**config.mk**
```make
export PLATFORM = sky130hd
export DESIGN_NAME = tune_synth
export DESIGN_NICKNAME = d
export VERILOG_FILES = /design/src/rtl/tune_synth.sv
export SDC_FILE = /design/constraint.sdc
export NUM_CORES = 1
export LEC_CHECK = 0
export BUFFER_PORTS_ARGS = -buffer_cell sky130_fd_sc_hd__buf_2
export CAP_MARGIN = 20
export CORE_ASPECT_RATIO = 0.6
export CORE_UTILIZATION = 64
export CTS_CLUSTER_DIAMETER = 120
export DETAILED_ROUTE_END_ITERATION = 8
export GPL_TIMING_DRIVEN = 0
export PLACE_DENSITY = 0.86
export SETUP_SLACK_MARGIN = 0.2
export SYNTH_ARGS = -nofsm -noshare
export SYNTH_HDL_FRONTEND = slang
export SYNTH_SLANG_ARGS = --single-unit
```
**constraint.sdc**
```tcl
create_clock -name clk -period 4.89 [get_ports clk]
set_input_delay 0.2445 -clock clk [delete_from_list [all_inputs] [get_ports clk]]
set_output_delay 0.2445 -clock clk [all_outputs]
set_load 0.005 [all_outputs]
```
**src/rtl/tune_synth.sv**
```systemverilog
module tune_synth #(
  parameter int NW = 16
) (
  input  logic          clk,
  input  logic          rst_n,
  input  logic          xtal_en,
  input  logic          lo_en,
  input  logic [2:0]    ref_sel,
  input  logic [1:0]    band,
  input  logic [NW-1:0] n_word,
  input  logic          dz_mode,
  input  logic          pll_stop,
  input  logic          halt,
  input  logic          backup,
  output logic          pump_hi,
  output logic          pump_oe
);
  localparam int MW = NW - 4;

  function automatic logic [6:0] ref_ratio(input logic [2:0] s);
    case (s)
      3'd1: ref_ratio = 7'd25;
      3'd2: ref_ratio = 7'd15;
      3'd3: ref_ratio = 7'd12;
      3'd4: ref_ratio = 7'd6;
      3'd5: ref_ratio = 7'd3;
      default: ref_ratio = 7'd75;
    endcase
  endfunction

  logic active, am;
  assign active = rst_n & ~pll_stop & ~halt & ~backup;
  assign am = (band == 2'b11);

  logic [6:0] rc;
  logic ref_p;
  assign ref_p = active & xtal_en & (rc == 7'd1);

  always_ff @(posedge clk) begin
    if (!active) rc <= ref_ratio(ref_sel);
    else if (xtal_en) rc <= (rc == 7'd1) ? ref_ratio(ref_sel) : rc - 7'd1;
  end

  logic [NW-1:0] dc;
  logic [MW-1:0] m;
  logic [3:0] a;
  logic [4:0] pc;
  logic t, pre_tick, pm, div_p;
  assign pre_tick = lo_en & t;
  assign pm = pre_tick & (pc == 5'd1);
  assign div_p = active & (am ? (lo_en & (dc == NW'(1))) : (pm & (m == MW'(1))));

  always_ff @(posedge clk) begin
    if (!active) begin
      dc <= n_word;
      t  <= 1'b0;
      m  <= n_word[NW-1:4];
      a  <= n_word[3:0];
      pc <= (n_word[3:0] != 4'd0) ? 5'd17 : 5'd16;
    end else if (am) begin
      if (lo_en) dc <= (dc == NW'(1)) ? n_word : dc - NW'(1);
    end else begin
      if (lo_en) t <= ~t;
      if (pm) begin
        if (m == MW'(1)) begin
          m  <= n_word[NW-1:4];
          a  <= n_word[3:0];
          pc <= (n_word[3:0] != 4'd0) ? 5'd17 : 5'd16;
        end else begin
          m  <= m - MW'(1);
          a  <= (a == 4'd0) ? 4'd0 : a - 4'd1;
          pc <= (a > 4'd1) ? 5'd17 : 5'd16;
        end
      end else if (pre_tick) begin
        pc <= pc - 5'd1;
      end
    end
  end

  logic fast, slow, f_n, s_n, both;
  logic [1:0] w;
  assign f_n = fast | div_p;
  assign s_n = slow | ref_p;
  assign both = f_n & s_n;

  always_ff @(posedge clk) begin
    if (!active) begin
      fast <= 1'b0;
      slow <= 1'b0;
      w    <= 2'd0;
    end else begin
      fast <= f_n & ~both;
      slow <= s_n & ~both;
      if (both || !(f_n | s_n) || !(fast | slow)) w <= 2'd0;
      else if (w != 2'd3) w <= w + 2'd1;
    end
  end

  assign pump_oe = active & (fast | slow) & (w >= (dz_mode ? 2'd2 : 2'd1));
  assign pump_hi = pump_oe & fast;
endmodule

```
Yosys cells after proc, flatten, opt, wreduce, memory -nomap -nowiden

Index checks and enable logic that the tools add are counted.

Register bits after elaboration: 49

Add/subtract/negate cells: 6
Magnitude comparators: 2
Eq/ne operators: 17
Multiplexer cells: 26
Bitwise logic cells: 27
Reduce and logical (&&, ||, !) cells: 11

Operators by type and width:

| kind                    | count |
|---|---|
| $mux W16                | 4 |
| $mux W12                | 4 |
| $pmux W7 S5             | 1 |
| $mux W7                 | 3 |
| $mux W4                 | 5 |
| $mux W5                 | 4 |
| $and A1 B1 Y1           | 16 |
| $eq A16 B1 Y1 const B   | 1 |
| $sub A16 B1 Y16 const B | 1 |
| $eq A12 B1 Y1 const B   | 1 |
| $sub A12 B1 Y12 const B | 1 |
| $ne A2 B2 Y1 const B    | 4 |
| $reduce_and A2 Y1       | 4 |
| $eq A7 B1 Y1 const B    | 1 |
| $not A1 Y1              | 7 |
| $sub A7 B1 Y7 const B   | 1 |
| $eq A3 B2 Y1 const B    | 2 |
| $eq A3 B3 Y1 const B    | 2 |
| $eq A5 B1 Y1 const B    | 1 |
| $sub A5 B1 Y5 const B   | 1 |
| $gt A4 B1 Y1 const B    | 1 |
| $logic_not A4 Y1        | 1 |
| $mux W1                 | 4 |
| $ne A2 B1 Y1 const B    | 2 |
| 12 further kinds        | 17 |

Logic depth before layout (Yosys ltp)

Depth in word-level cells: 12
Mapped depth: 9

Least setup slack after synthesis

OpenSTA, ideal clock, no wires.

Kind: register to register
Start: reg pc[1]
End: reg w[0]
Data arrival time: 1.948 ns
Setup slack: 2.850 ns
Stages on the path, launching flop included: 10
Path buffers: 0
Clock period less this slack: 2.040 ns
Cell sequence: edfxtp_1 inv_1 ha_1 nand4b_1 nor3_1 nand2_1 nor3_1 a211oi_1 ha_1 nor4_1

Word-level cells in the longest chain between the ends: 11

RTL lines:

| element                            | RTL line | RTL |
|---|---|---|
| start, declared                    | 47       | `logic [4:0] pc;` |
| start signal, assigned             | 59       | `pc <= (n_word[3:0] != 4'd0) ? 5'd17 : 5'd16;` |
| start signal, assigned             | 68       | `pc <= (n_word[3:0] != 4'd0) ? 5'd17 : 5'd16;` |
| start signal, assigned             | 72       | `pc <= (a > 4'd1) ? 5'd17 : 5'd16;` |
| $eq A5 B1 Y1 *                     | 50       | `assign pm = pre_tick & (pc == 5'd1);` |
| $and A1 B1 Y1 *                    | 50       |  |
| $and A1 B1 Y1 *                    | 51       | `assign div_p = active & (am ? (lo_en & (dc == NW'(1))) : (pm & (m == MW'(1))));` |
| $mux W1 *                          | 51       |  |
| $and A1 B1 Y1 *                    | 51       |  |
| $or A1 B1 Y1 *                     | 82       | `assign f_n = fast \| div_p;` |
| $or A1 B1 Y1                       | 94       | `if (both \|\| !(f_n \| s_n) \|\| !(fast \| slow)) w <= 2'd0;` |
| $logic_not A1 Y1                   | 94       |  |
| $logic_or A1 B1 Y1 * (2 in series) | 94       |  |
| $reduce_or A2 Y1 (no line) *       | -        |  |
| end signal, assigned               | 95       | `else if (w != 2'd3) w <= w + 2'd1;` |
| end, declared                      | 81       | `logic [1:0] w;` |

Mark *: on every way between the ends. The rest lies on a longest branch, timed or not.
A chain may end at the register's enable or synchronous reset.

Final worst setup path

Start: reg pc[1]
End: reg w[1]

The elaborated chain is that of the path after synthesis.

==> impl_metrics.ini <==
[finish]
postLayoutCellArea_um2 = 3330
final_cell_mix = nand2_1, edfxtp_1, buf_2, xnor2_1, nor2_1
layout-drive-gt1-share = 0.123
fillers = 309
diodes = 0
nets = 394
syn_to_final_growth_pct = 10.1

[sta]
fmax_ghz = 0.402
rsz0062_at_grt = no
maxSlewViolCount = 0
worst_pin_slew_ns = 0.679
setup_violations = 0
hold_viol_final = 0
period_minus_slack_ns = 2.49
slew_headroom = 0.541
finalCritPeriodShare = 0.509
fin_skew_ns = 0.00533
tns_ns = 0

[logic_synthesis]
netlist_area_um2 = 3020
async_flop_share = 0
syn-num-nets = 357
yosys-top-cells-area = edfxtp_1, xnor2_1, ha_1
ys_warn_count = 0
synth_edf_count = 44
avgSynthCellArea_um2 = 9.68
synth_top_area_frac = 0.437
synthCells = 312
ys_ff_latch = 49
ys_seq_area_frac = 0.470
ys.flop_type = edfxtp_1
synth_cell_types = 41
synth_area_leader_cell = edfxtp_1

[worst_setup_path]
critPathRequiredTime_ns = 5.10
critPathCaptureType = register
startpoint_type = register
path_class = register to register
critPathTopFamily = simple AND/OR/NAND/NOR gates
worst_path_largest_cell_delay_ns = 0.54
arrival_ns = 2.70
slowest_stage = nor3_1
worst-path-buf-inv = 1
r2r_slack_ns = 2.40
crit_chain = inv_1 -> ha_1 -> nand4b_1 -> nor3_1 -> nand2_1 -> nor3_1 -> a211oi_1 -> ha_1 -> nor4_1
critical_path.max_fanout = 7

[clock_network]
clk_latency_ns = 0.30
cts_setup_buffers = 0
clk_path_buf_depth = 2
cts_tree = yes
cts_max_level = 2
cts_resized = 0
clock-sinks = 49
root_buffer = clkbuf_8
cts_buffers = 5
clk_pin_slew_worst_paths_ns = 0.09
ctsHoldBuffers = 0

[power_and_ir_drop]
p_leak_nw = 1.29
internal_power_w = 0.000645
switching_share = 0.263
switchingPower_w = 0.000230
p_seq_frac = 0.596
p_per_area_nw_per_um2 = 263
power_frac_clock = 0.267
p_comb_frac = 0.136
peakVddDrop_uv = 173

[drt]
drc = 0
viasPerCell = 5.99
drt-total-wl_mm = 6.43
drtIter0Drc = 189
first_pass_iters = 4
antenna_left = 0
dr_total_vias = 2455
routedWlPerCell_um = 15.7

[placed_design]
gp_congestion = 0.818
dp_hpwl_mm = 4.96
placed_cell_area_um2 = 3250
port_buffers = 30

[job]
cap_violations = 0

[run_status]
outcome = finished clean

[min_path]
hp-class = input pin to register

[floorplan]
die_width_um = 90.7
rows = 18
die_h_um = 55.2
io_pins = 31
coreArea_um2 = 4320
die-area_um2 = 5010
initial_core_util = 0.699

[grt]
grt_pass1_vias = 2245
grt_max_degree = 17
antenna_found_initial = 0
grt_usage = 0.279
grt.overflow.total = 0
grt_first_pass_wirelength_mm = 10.9
[layout make-up]
type | count | area (um^2) | share of cell area
Multi-Input combinational cell | 238 | 1500 | 0.451
Sequential cell | 49 | 1420 | 0.427
Timing Repair Buffer | 30 | 150 | 0.0451
Clock buffer | 8 | 80.1 | 0.0241
Tap cell | 60 | 75.1 | 0.0226
Inverter | 16 | 60.1 | 0.0181
Buffer | 9 | 41.3 | 0.0124
[sequential cells by signal (all words and copies together) (netlist names)]
name / count
rc: 7
w: 2
m: 12
dc: 16
slow: 1
pc: 5
fast: 1
a: 4
t: 1
[Yosys cell counts (2+ instances only)]
| master | n |
|---|---|
| mux2i_1 | 3 |
| inv_1 | 16 |
| nand3_1 | 6 |
| o21ai_1 | 10 |
| xnor2_1 | 26 |
| a21oi_1 | 10 |
| dfxtp_1 | 5 |
| nor4b_1 | 2 |
| edfxtp_1 | 44 |
| or4_1 | 2 |
| o21ai_0 | 21 |
| a21o_1 | 3 |
| nor3_1 | 20 |
| nor4_1 | 10 |
| buf_2 | 3 |
| clkbuf_1 | 5 |
| nor2_1 | 23 |
| nand4b_1 | 2 |
| xor2_1 | 6 |
| and2_1 | 3 |
| nand4_1 | 2 |
| o31ai_1 | 5 |
| nand2b_1 | 6 |
| nand2_1 | 44 |
| o22ai_1 | 2 |
| ha_1 | 16 |
| or3_1 | 3 |
[worst paths after layout]
kind / cells after the start / to / from
worst max-delay path: 9 / w[1] / pc[1]
worst max register to register: 9 / w[1] / pc[1]
worst min register to register: 2 / w[1] / w[1]
worst min-delay path: 3 / dc[12] / n_word[12]
[metrics by stage]
step | setup WS (ns) | hold WS (ns) | util | cells | total power (W)
3_3_place_gp | 2.50 | 0.522 | 0.751 | 402 | 0.000639
3_5_place_dp | 2.48 | 0.537 | 0.751 | 402 | 0.000646
2_1_floorplan | 2.85 | 0.430 | - | 312 | 0.000603
6_report | 2.40 | 0.239 | 0.769 | 410 | 0.000874
4_1_cts | 2.45 | 0.238 | 0.769 | 410 | 0.000872
5_1_grt | 2.10 | 0.249 | 0.769 | 410 | 0.000911
[routing by layer]
layer / track usage / part of all wire / vias to the layer above
met4: 0.0668 / 0.016 / 0
met3: 0.0482 / 0.068 / 12
met5: 0 / 0 / -
li1: - / - / 1198
met1: 0.435 / 0.49 / 1154
met2: 0.403 / 0.42 / 91
[tightest hold or removal path, cell delays in order]
cell and delay (ns):
buf_2 0.09, nand2_1 0.04, o21ai_0 0.05
[cells by family after synthesis]
kind of cell | after synthesis | synth area share
XOR/XNOR | 32 | 0.0928
adder cells (fa/ha/maj) | 16 | 0.0663
AO/OA/AOI/OAI | 58 | 0.113
AND/OR/NAND/NOR | 129 | 0.214
buffers and inverters | 25 | 0.0335
multiplexers | 3 | 0.00994
flip-flops | 49 | 0.470
[power groups by stage]
stage / combinational (W) / sequential (W) / clock (W)
finish: 0.000119 / 0.000521 / 0.000234
global route: 0.000134 / 0.000526 / 0.000251
CTS: 0.000117 / 0.000520 / 0.000234
detailed placement: 0.000117 / 0.000530 / 0
global placement: 0.000111 / 0.000528 / 0
floorplan: 0.0000807 / 0.000522 / 0
(Power assumes the default switching activity.)
